File: src/rtl/irq_arb_pkg.sv
package irq_arb_pkg;
  localparam int DEF_NCH    = 9;
  localparam int DEF_DATA_W = 8;
  localparam int DEF_CODE_W = 4;
  localparam int DEF_FLD_W  = 2;
  localparam int DEF_ADDR_W = 3;
endpackage

File: src/rtl/irq_pend_bank.sv
module irq_pend_bank #(
  parameter int NCH    = irq_arb_pkg::DEF_NCH,
  parameter int CODE_W = irq_arb_pkg::DEF_CODE_W
) (
  input  logic              clk,
  input  logic              rst,
  input  logic [NCH-1:0]    trig,
  input  logic [NCH-1:0]    sw_set,
  input  logic              ack,
  input  logic [CODE_W-1:0] ack_code,
  output logic [NCH-1:0]    pend
);
  logic [NCH-1:0] clr;

  for (genvar i = 0; i < NCH; i++) begin : g_ch
    assign clr[i] = ack && (ack_code == CODE_W'(i));

    // Set wins over clear in the same cycle.
    always_ff @(posedge clk) begin
      if (rst) pend[i] <= 1'b0;
      else     pend[i] <= (pend[i] && !clr[i]) || trig[i] || sw_set[i];
    end

    assert_set_holds_R8: assert property (@(posedge clk) disable iff (rst)
      (trig[i] || sw_set[i]) |=> pend[i]);
    assert_ack_clears_R8: assert property (@(posedge clk) disable iff (rst)
      (ack && ack_code == CODE_W'(i) && !trig[i] && !sw_set[i]) |=> !pend[i]);
  end
endmodule

File: src/rtl/irq_prio_tree.sv
module irq_prio_tree #(
  parameter int NCH    = irq_arb_pkg::DEF_NCH,
  parameter int CODE_W = irq_arb_pkg::DEF_CODE_W,
  parameter int FLD_W  = irq_arb_pkg::DEF_FLD_W,
  localparam int PAIRS = (NCH + 1) / 2,
  localparam int LVL_W = FLD_W + 1
) (
  input  logic [NCH-1:0]         pend,
  input  logic [PAIRS*FLD_W-1:0] fld,
  output logic                   any,
  output logic [CODE_W-1:0]      best
);
  logic [LVL_W-1:0]  lvl    [NCH];
  logic [LVL_W-1:0]  lvl_c  [NCH+1];
  logic [CODE_W-1:0] code_c [NCH+1];
  logic              hit_c  [NCH+1];
  logic [NCH-1:0]    take;

  assign lvl_c[0]  = '1;
  assign code_c[0] = '0;
  assign hit_c[0]  = 1'b0;

  // Linear chain: strict less-than keeps the earlier (lower) code on a tie.
  for (genvar i = 0; i < NCH; i++) begin : g_stage
    assign lvl[i]       = {fld[(i/2)*FLD_W +: FLD_W], (i % 2 == 1)};
    assign take[i]      = pend[i] && (!hit_c[i] || (lvl[i] < lvl_c[i]));
    assign hit_c[i+1]   = hit_c[i] || pend[i];
    assign lvl_c[i+1]   = take[i] ? lvl[i] : lvl_c[i];
    assign code_c[i+1]  = take[i] ? CODE_W'(i) : code_c[i];

    always_comb begin
      if (pend[i] && hit_c[NCH]) begin
        assert_no_better_R4: assert (!(lvl[i] < lvl_c[NCH]));
        assert_tie_low_code_R5: assert (!((lvl[i] == lvl_c[NCH]) && (CODE_W'(i) < code_c[NCH])));
      end
    end
  end

  assign any  = hit_c[NCH];
  assign best = code_c[NCH];

  always_comb begin
    if (hit_c[NCH]) assert_winner_pending_R4: assert (pend[code_c[NCH]]);
  end
endmodule

File: src/rtl/irq_regfile.sv
module irq_regfile #(
  parameter int NCH    = irq_arb_pkg::DEF_NCH,
  parameter int DATA_W = irq_arb_pkg::DEF_DATA_W,
  parameter int CODE_W = irq_arb_pkg::DEF_CODE_W,
  parameter int FLD_W  = irq_arb_pkg::DEF_FLD_W,
  parameter int ADDR_W = irq_arb_pkg::DEF_ADDR_W,
  localparam int PAIRS     = (NCH + 1) / 2,
  localparam int NPREG     = (NCH + DATA_W - 1) / DATA_W,
  localparam int FPR       = DATA_W / FLD_W,
  localparam int NPRIO     = (PAIRS + FPR - 1) / FPR,
  localparam int VEC_ADDR  = NPREG,
  localparam int PRIO_BASE = NPREG + 1,
  localparam int VH_W      = DATA_W - CODE_W - 1
) (
  input  logic                   clk,
  input  logic                   rst,
  input  logic                   we,
  input  logic [ADDR_W-1:0]      addr,
  input  logic [DATA_W-1:0]      wdata,
  input  logic [NCH-1:0]         pend,
  input  logic [CODE_W-1:0]      win,
  output logic [NCH-1:0]         sw_set,
  output logic [PAIRS*FLD_W-1:0] fld_flat,
  output logic [VH_W-1:0]        vhi,
  output logic [DATA_W-1:0]      rdata
);
  logic [FLD_W-1:0]  fld [PAIRS];
  logic [DATA_W-1:0] rd_next;

  for (genvar c = 0; c < NCH; c++) begin : g_sw
    assign sw_set[c] = we && (addr == ADDR_W'(c / DATA_W)) && wdata[c % DATA_W];
  end

  for (genvar p = 0; p < PAIRS; p++) begin : g_fld
    assign fld_flat[p*FLD_W +: FLD_W] = fld[p];
    always_ff @(posedge clk) begin
      if (rst)
        fld[p] <= '1;
      else if (we && addr == ADDR_W'(PRIO_BASE + p / FPR))
        fld[p] <= wdata[(p % FPR)*FLD_W +: FLD_W];
    end
  end

  // Upper vector bits are deliberately left out of reset.
  always_ff @(posedge clk) begin
    if (we && addr == ADDR_W'(VEC_ADDR)) vhi <= wdata[DATA_W-1 -: VH_W];
  end

  always_comb begin
    rd_next = '0;
    for (int k = 0; k < NPREG; k++) begin
      if (addr == ADDR_W'(k)) begin
        for (int b = 0; b < DATA_W; b++) begin
          if (k*DATA_W + b < NCH) rd_next[b] = pend[k*DATA_W + b];
        end
      end
    end
    if (addr == ADDR_W'(VEC_ADDR)) rd_next = {vhi, win, 1'b0};
    for (int k = 0; k < NPRIO; k++) begin
      if (addr == ADDR_W'(PRIO_BASE + k)) begin
        rd_next = '1;
        for (int f = 0; f < FPR; f++) begin
          if (k*FPR + f < PAIRS) rd_next[f*FLD_W +: FLD_W] = fld[k*FPR + f];
        end
      end
    end
  end

  always_ff @(posedge clk) begin
    if (rst) rdata <= '0;
    else     rdata <= rd_next;
  end
endmodule

File: src/rtl/irq_pair_arbiter.sv
module irq_pair_arbiter #(
  parameter int NCH    = irq_arb_pkg::DEF_NCH,
  parameter int DATA_W = irq_arb_pkg::DEF_DATA_W,
  parameter int CODE_W = irq_arb_pkg::DEF_CODE_W,
  parameter int FLD_W  = irq_arb_pkg::DEF_FLD_W,
  parameter int ADDR_W = irq_arb_pkg::DEF_ADDR_W
) (
  input  logic              clk,
  input  logic              rst,
  input  logic [NCH-1:0]    trig,
  input  logic              cycle_start,
  input  logic              ack,
  input  logic              we,
  input  logic [ADDR_W-1:0] addr,
  input  logic [DATA_W-1:0] wdata,
  output logic [DATA_W-1:0] rdata,
  output logic [DATA_W-1:0] vector,
  output logic              irq
);
  localparam int PAIRS = (NCH + 1) / 2;
  localparam int VH_W  = DATA_W - CODE_W - 1;

  logic [NCH-1:0]         pend;
  logic [NCH-1:0]         sw_set;
  logic [PAIRS*FLD_W-1:0] fld_flat;
  logic [VH_W-1:0]        vhi;
  logic                   any;
  logic [CODE_W-1:0]      best;
  logic [CODE_W-1:0]      win;

  irq_pend_bank #(.NCH(NCH), .CODE_W(CODE_W)) u_bank (
    .clk(clk), .rst(rst), .trig(trig), .sw_set(sw_set),
    .ack(ack), .ack_code(win), .pend(pend));

  irq_prio_tree #(.NCH(NCH), .CODE_W(CODE_W), .FLD_W(FLD_W)) u_tree (
    .pend(pend), .fld(fld_flat), .any(any), .best(best));

  irq_regfile #(.NCH(NCH), .DATA_W(DATA_W), .CODE_W(CODE_W), .FLD_W(FLD_W),
                .ADDR_W(ADDR_W)) u_regs (
    .clk(clk), .rst(rst), .we(we), .addr(addr), .wdata(wdata),
    .pend(pend), .win(win), .sw_set(sw_set), .fld_flat(fld_flat),
    .vhi(vhi), .rdata(rdata));

  always_ff @(posedge clk) begin
    if (rst)                     win <= '1;
    else if (cycle_start && any) win <= best;
  end

  always_ff @(posedge clk) begin
    if (rst) irq <= 1'b0;
    else     irq <= |pend;
  end

  assign vector = {vhi, win, 1'b0};

  assert_win_frozen_R6: assert property (@(posedge clk) disable iff (rst)
    !cycle_start |=> $stable(win));
  assert_idle_start_R7: assert property (@(posedge clk) disable iff (rst)
    (cycle_start && pend == '0) |=> $stable(win));
  assert_irq_rise_R11: assert property (@(posedge clk) disable iff (rst)
    (pend != '0) |=> irq);
  assert_irq_fall_R11: assert property (@(posedge clk) disable iff (rst)
    (pend == '0) |=> !irq);
endmodule

File: config.mk
export PLATFORM = sky130hd
export DESIGN_NAME = irq_pair_arbiter
export DESIGN_NICKNAME = d
export VERILOG_FILES = /design/src/rtl/irq_arb_pkg.sv /design/src/rtl/irq_pend_bank.sv /design/src/rtl/irq_prio_tree.sv /design/src/rtl/irq_regfile.sv /design/src/rtl/irq_pair_arbiter.sv
export SDC_FILE = /design/constraint.sdc
export NUM_CORES = 1
export LEC_CHECK = 0
export CAP_MARGIN = 20
export CELL_PAD_IN_SITES_DETAIL_PLACEMENT = 1
export CELL_PAD_IN_SITES_GLOBAL_PLACEMENT = 2
export CORE_MARGIN = 5
export CORE_UTILIZATION = 28
export DETAILED_ROUTE_END_ITERATION = 7
export PLACE_DENSITY = 0.78
export SYNTH_ARGS = -nofsm -noshare
export SYNTH_HDL_FRONTEND = slang
export SYNTH_SLANG_ARGS = --single-unit
File: constraint.sdc
create_clock -name clk -period 5.2 [get_ports clk]
set_input_delay 0.78 -clock clk [delete_from_list [all_inputs] [get_ports clk]]
set_output_delay 0.78 -clock clk [all_outputs]
set_load 0.05 [all_outputs]
## Yosys cells after proc, flatten, opt, wreduce, memory -nomap -nowiden

Memories as Yosys holds them, arrays and structs flattened.
Index checks and enable logic that the tools add are counted.

| storage, ports and cells | value |
|---|---|
| bits in registers | 25 |
| logic and storage cells | 168 |
| memories | 1 |
| memory bits (writable) | 10 |

| cells by class | value |
|---|---|
| magnitude comparators | 8 |
| eq/ne operators | 12 |
| mux-type cells | 34 |
| reduce and logical (&&, ||, !) cells | 95 |
| bitwise logic cells | 5 |

Memory list:

| memory | words | width | read ports | clocked after memory_dff | wr ports | RTL line | source |
|---|---|---|---|---|---|---|---|
| u_regs.fld | 5 | 2 | 5 | 0 | 5 | irq_regfile.sv:27 | `logic [FLD_W-1:0] fld [PAIRS];` |

Operators by type and width:

| operator | number |
|---|---|
| $logic_and A1 B1 Y1 | 41 |
| $logic_or A1 B1 Y1 | 34 |
| $mux W8 | 4 |
| $mux W4 | 7 |
| $lt A3 B3 Y1 | 8 |
| $mux W3 | 8 |
| $logic_not A1 Y1 | 17 |
| $eq A4 B3 Y1 const B | 4 |
| $mux W1 | 10 |
| $mux W2 | 5 |
| $reduce_or A9 Y1 | 1 |
| $eq A4 B2 Y1 const B | 2 |
| $eq A3 B2 Y1 const B | 2 |
| $or A1 B1 Y1 | 5 |
| $eq A4 B1 Y1 const B | 1 |
| $eq A4 B4 Y1 const B | 1 |
| $logic_not A4 Y1 | 1 |
| $eq A3 B1 Y1 const B | 1 |
| $eq A3 B3 Y1 const B | 1 |
| $logic_not A3 Y1 | 1 |

## Depth between registers and ports, before layout

An unclocked memory read counts as a cell.

| logic depth | value |
|---|---|
| depth after elaboration | 34 |
| gate-level depth with buffers | 28 |
| gate-level depth less buffers | 27 |

## Hierarchy

Synthesis repeated with hierarchy kept, for this count alone.

| unflattened totals | value |
|---|---|
| cells, all modules | 268 |
| area, all modules | 2434.8 um^2 |

By module, submodules not included:

| module | cells an instance | sequential area each (um^2) | area each (um^2) | instances |
|---|---|---|---|---|
| irq_regfile | 90 | 550.5 | 1048.5 | 1 |
| irq_prio_tree | 115 | 0.0 | 802.0 | 1 |
| irq_pend_bank | 43 | 180.2 | 387.9 | 1 |
| irq_pair_arbiter | 20 | 100.1 | 196.4 | 1 |

## Worst setup path before layout

OpenSTA, ideal clock, no wires.

| timing path | value |
|---|---|
| path type | register to register |
| start point | register u_bank.pend[0] |
| end point | register win[1] |
| data arrival time | 5350 ps |
| required time | 5078 ps |
| library setup time | 122 ps |
| cell stages (with the launch flop) | 27 |
| slack | -272 ps |
| path through | dfxtp_1 buf_2 nor2_2 nor2_1 ha_1 a21oi_1 nand3_2 a211o_1 ha_1 inv_1 a41oi_1 a211oi_1 a221oi_4 nor2_1 a221o_1 ha_1 nor2_1 o21a_1 a41oi_1 nor2_1 o21ai_0 mux2_2 ha_1 a21oi_1 nand2_1 or2_0 a221o_1 |

| on the way | value |
|---|---|
| word-level cells in the longest chain between the ends | 33 |

Ends and longest elaborated chain:

| what | RTL line | source |
|---|---|---|
| start: declaration | irq_pend_bank.sv:11 | `output logic [NCH-1:0] pend` |
| start signal: indexed assignment | irq_pend_bank.sv:21 | `else pend[i] <= (pend[i] && !clr[i]) \|\| trig[i] \|\| sw_set[i];` |
| $mux W3 | irq_prio_tree.sv:28 | `assign lvl_c[i+1] = take[i] ? lvl[i] : lvl_c[i];` |
| $lt A3 B3 Y1 | irq_prio_tree.sv:26 | `assign take[i] = pend[i] && (!hit_c[i] \|\| (lvl[i] < lvl_c[i]));` |
| $logic_or A1 B1 Y1 | irq_prio_tree.sv:26 |  |
| $logic_and A1 B1 Y1 | irq_prio_tree.sv:26 |  |
| $mux W3 | irq_prio_tree.sv:28 |  |
| $lt A3 B3 Y1 | irq_prio_tree.sv:26 |  |
| $logic_or A1 B1 Y1 | irq_prio_tree.sv:26 |  |
| $logic_and A1 B1 Y1 | irq_prio_tree.sv:26 |  |
| (+17 left out) | -- |  |
| $lt A3 B3 Y1 | irq_prio_tree.sv:26 |  |
| $logic_or A1 B1 Y1 | irq_prio_tree.sv:26 |  |
| $logic_and A1 B1 Y1 | irq_prio_tree.sv:26 |  |
| $mux W3 | irq_prio_tree.sv:28 |  |
| $lt A3 B3 Y1 | irq_prio_tree.sv:26 |  |
| $logic_or A1 B1 Y1 | irq_prio_tree.sv:26 |  |
| $logic_and A1 B1 Y1 | irq_prio_tree.sv:26 |  |
| $mux W4 | irq_prio_tree.sv:29 | `assign code_c[i+1] = take[i] ? CODE_W'(i) : code_c[i];` |
| end signal: assignment | irq_pair_arbiter.sv:46 | `else if (cycle_start && any) win <= best;` |
| end: declaration | irq_pair_arbiter.sv:29 | `logic [CODE_W-1:0] win;` |

Several ways; a longest one is shown, not always the timed one.
A chain may end at the register's enable or synchronous reset.

## Worst setup path in the final report

Ends and elaborated chain as after synthesis.

==> flow_metrics.tcl <==
set metrics [dict create \
    crit_buf_inv 1 \
    max_freq_mhz 198.6 \
    finish.net_count 357 \
    number_of_pins_exceeding_their_max_slew_limit_in_the_final_report 0 \
    wl_per_cell_um 18.22 \
    cp-startpoint "u_bank.pend[0]$_SDFF_PP0_" \
    route.vias.total 2281 \
    whs_ns 0.5816 \
    number_of_antenna_violations_at_the_first_check_in_global_routing 0 \
    overflow 0 \
    post-route-min-period_ns 5.036 \
    status "complete, no violations" \
    number_of_enable_type_register_cells_in_the_synthesized_netlist 13 \
    first_global_vias 2437 \
    ios 42 \
    route.final.wire_length_um 7873 \
    worst_slew_pin_tran_ns 0.7666 \
    total_power_w 0.0009039 \
    cp.required_ns 5.37 \
    ys_top_cells_by_area "sky130_fd_sc_hd__dfxtp_1 19%, sky130_fd_sc_hd__edfxtp_1 17%, sky130_fd_sc_hd__a21oi_1 7.1%" \
    timing.critical_path.mode_cell "sky130_fd_sc_hd__nor2_1" \
    min_from "u_bank.pend[8]$_SDFF_PP0_" \
    synth_area_leader_cell "sky130_fd_sc_hd__dfxtp_1" \
    numCtsBuffers 5 \
    ys_seq_area_frac 0.3564 \
    clock_latency_ns 0.29 \
    period_share 0.9684 \
    global_route_wire_length_before_repair_um 12540 \
    syn-num-nets 297 \
    setup_ws_ns 0.1644 \
    post_route_cells_drive_above_1_share 0.2049 \
    num_antenna_cells 0 \
    ys_async_sr_fraction 0 \
    first_pass_iters 4 \
    max_cap_viol 0 \
    start_kind "register" \
    tns_ns 0 \
    drtIter0Drc 91 \
    core_um2 8175 \
    ff2ff_setup_slack_ns 0.16 \
    crit_family "compound AO/OA/AOI/OAI gates" \
    synth_warnings 0 \
    vdd.ir_drop.worst_v 0.0001339 \
    critical_path.max_fanout 4 \
    slowest_delay_ns 0.37 \
    detailedPlace.worstSlack_ns 0.03857 \
    synth.lib_cells_used.distinct 58 \
    initial_utilization 0.2851 \
    post_drt_via_cell_ratio 5.280 \
    clock_tree.buffer_depth 2 \
    cts_tree "built" \
    synth-seq-cells 35 \
    port_buffers 40 \
    timing.critical_path.to_type "register" \
    kind_of_critical_path "register to register" \
    clk_root_buffer_cell "sky130_fd_sc_hd__clkbuf_8" \
    final.setup_skew_ns 0.008927 \
    worstHoldEndpoint "irq$_SDFF_PP0_" \
    timing.final.setup_violations 0 \
    synth.top_cell.area_share 0.1889 \
    netlist_instances 266 \
    n_fill_cell 972 \
    clkSlewWorstSetupHoldPaths_ns 0.08 \
    syn-mean-instance-area_um2 8.763 \
    p_leak_nw 1.144 \
    die_height_um 101.2 \
    class_of_the_most_critical_hold_timing_path "register to register" \
    grt.total_usage 0.1560 \
    crit_slowest_cell "sky130_fd_sc_hd__a221o_1" \
    arrival_ns 5.21 \
    largest_net_degree_at_the_start_of_global_routing 35 \
    ant_nets 0 \
    holdPathStages 2 \
    clock_tree.htree_level_count 2 \
    detail_route.drc_violations 0 \
    max-slew-margin-rel 0.4871 \
    std_cell_rows 33 \
    ff2ff_path_depth 25 \
    r2r_end "win[1]$_SDFFE_PP1P_" \
    dp_hpwl_um 6013 \
    power_density_nw_per_um2 285.3 \
    area.growth.synth_to_final_pct 35.91 \
    finalCoreUtilization 0.3875 \
    post_syn_area_um2 2331 \
    area_enclosed_by_the_die_boundary_um2 10250 \
    critical_path.reg2reg.startpoint "u_bank.pend[0]$_SDFF_PP0_" \
    report.final.hold_viol_count 0 \
    die_w_um 101.2 \
    synth-main-ff-cell "sky130_fd_sc_hd__dfxtp_1" \
    gp_routability_congestion 0.7922 \
    cts.sink_count 35 \
]
## worst max-delay path by stage
stage | slack [ns] | to | cells past startpoint
after global placement | 0.20 | win[1]$_SDFFE_PP1P_ | 25
final | 0.16 | win[1]$_SDFFE_PP1P_ | 25
after detailed placement | 0.04 | win[1]$_SDFFE_PP1P_ | 26
after global routing | -0.05 | win[1]$_SDFFE_PP1P_ | 24
after CTS | 0.01 | win[1]$_SDFFE_PP1P_ | 26
after floorplan | 0.008 | win[1]$_SDFFE_PP1P_ | 26
## cell usage in the layout, fill, tap and decap left out, drive strengths merged, types with 6 or more instances in the layout
cell type and n:
a21oi 34, buf 22, clkdlybuf4s50 40, dfxtp 22
edfxtp 13, ha 6, inv 8, mux2 11
mux2i 6, nand2 18, nand2b 12, nand3 7
nor2 20, nor2b 6, o21ai 26, or3 12
## tightest hold or removal path: stages, from the launching register on
cell and delay (ns):
sky130_fd_sc_hd__dfxtp_1 0.38, sky130_fd_sc_hd__nor2_1 0.12, sky130_fd_sc_hd__nor2_1 0.04
## kinds of logic after synthesis
kind of cell | after synthesis | synth area share
mux | 17 | 0.08052
compound gates | 98 | 0.2899
simple gates | 92 | 0.2099
flops | 35 | 0.3564
other cells | 1 | 0.001609
fa+ha+maj | 6 | 0.03221
buf+inv | 17 | 0.02952
## cells in the mapped netlist (3+ instances only)
cell,instances
sky130_fd_sc_hd__a21oi_1,33
sky130_fd_sc_hd__o21ai_0,23
sky130_fd_sc_hd__dfxtp_1,22
sky130_fd_sc_hd__nor2_1,19
sky130_fd_sc_hd__nand2_1,18
sky130_fd_sc_hd__edfxtp_1,13
sky130_fd_sc_hd__or3_1,12
sky130_fd_sc_hd__nand2b_1,11
sky130_fd_sc_hd__mux2_2,10
sky130_fd_sc_hd__inv_1,8
sky130_fd_sc_hd__clkbuf_1,7
sky130_fd_sc_hd__ha_1,6
sky130_fd_sc_hd__mux2i_1,6
sky130_fd_sc_hd__nand3_1,6
sky130_fd_sc_hd__nor2b_1,6
sky130_fd_sc_hd__o21a_1,4
sky130_fd_sc_hd__a211oi_1,3
sky130_fd_sc_hd__a21boi_0,3
sky130_fd_sc_hd__a41oi_1,3
sky130_fd_sc_hd__o22ai_1,3
sky130_fd_sc_hd__or2_2,3
## through the flow
step | instance area (um^2) | std cells
2_1_floorplan | 2376 | 266
4_1_cts | 3070 | 425
3_5_place_dp | 2982 | 417
3_3_place_gp | 2982 | 417
6_report | 3168 | 432
5_1_grt | 3168 | 432
## what timing repair did
item	4_1_cts	5_1_grt
hold buffers	0	0
setup buffers	0	7
gates resized for setup	0	9
setup endpoints to repair	0	4
## state kept, by name, summed over array words and instances (netlist names)
name / flops
u_regs.rdata: 8
win: 4
u_regs.fld: 10
u_regs.vhi: 3
irq: 1
u_bank.pend: 9
## where the power goes
part / leakage, nW / internal, W / total, W / switching, W
registers: 0.310 / 0.000304 / 0.000335 / 0.0000303
clock network: 0.0402 / 0.0000933 / 0.000201 / 0.000108
logic: 0.794 / 0.000172 / 0.000369 / 0.000196
## layer usage
metal / global-route usage / share of wire / wire length [um]
met1: 0.2085 / 0.46 / 3639
met2: 0.2646 / 0.50 / 3931
met3: 0.02686 / 0.032 / 252
met4: 0.03272 / 0.0064 / 50
met5: 0 / 0 / 0
## layout make-up
cell class,count,area [um^2],area share
multi-input cells,214,1518,0.4791
clock buffers,5,68.82,0.02172
inverters,8,30.03,0.009479
clock inverters,3,20.02,0.006319
flip-flops and latches,35,830.8,0.2622
repair buffers,62,569.3,0.1797
well taps,105,131.4,0.04147
Power figures use the tool's default switching activity.
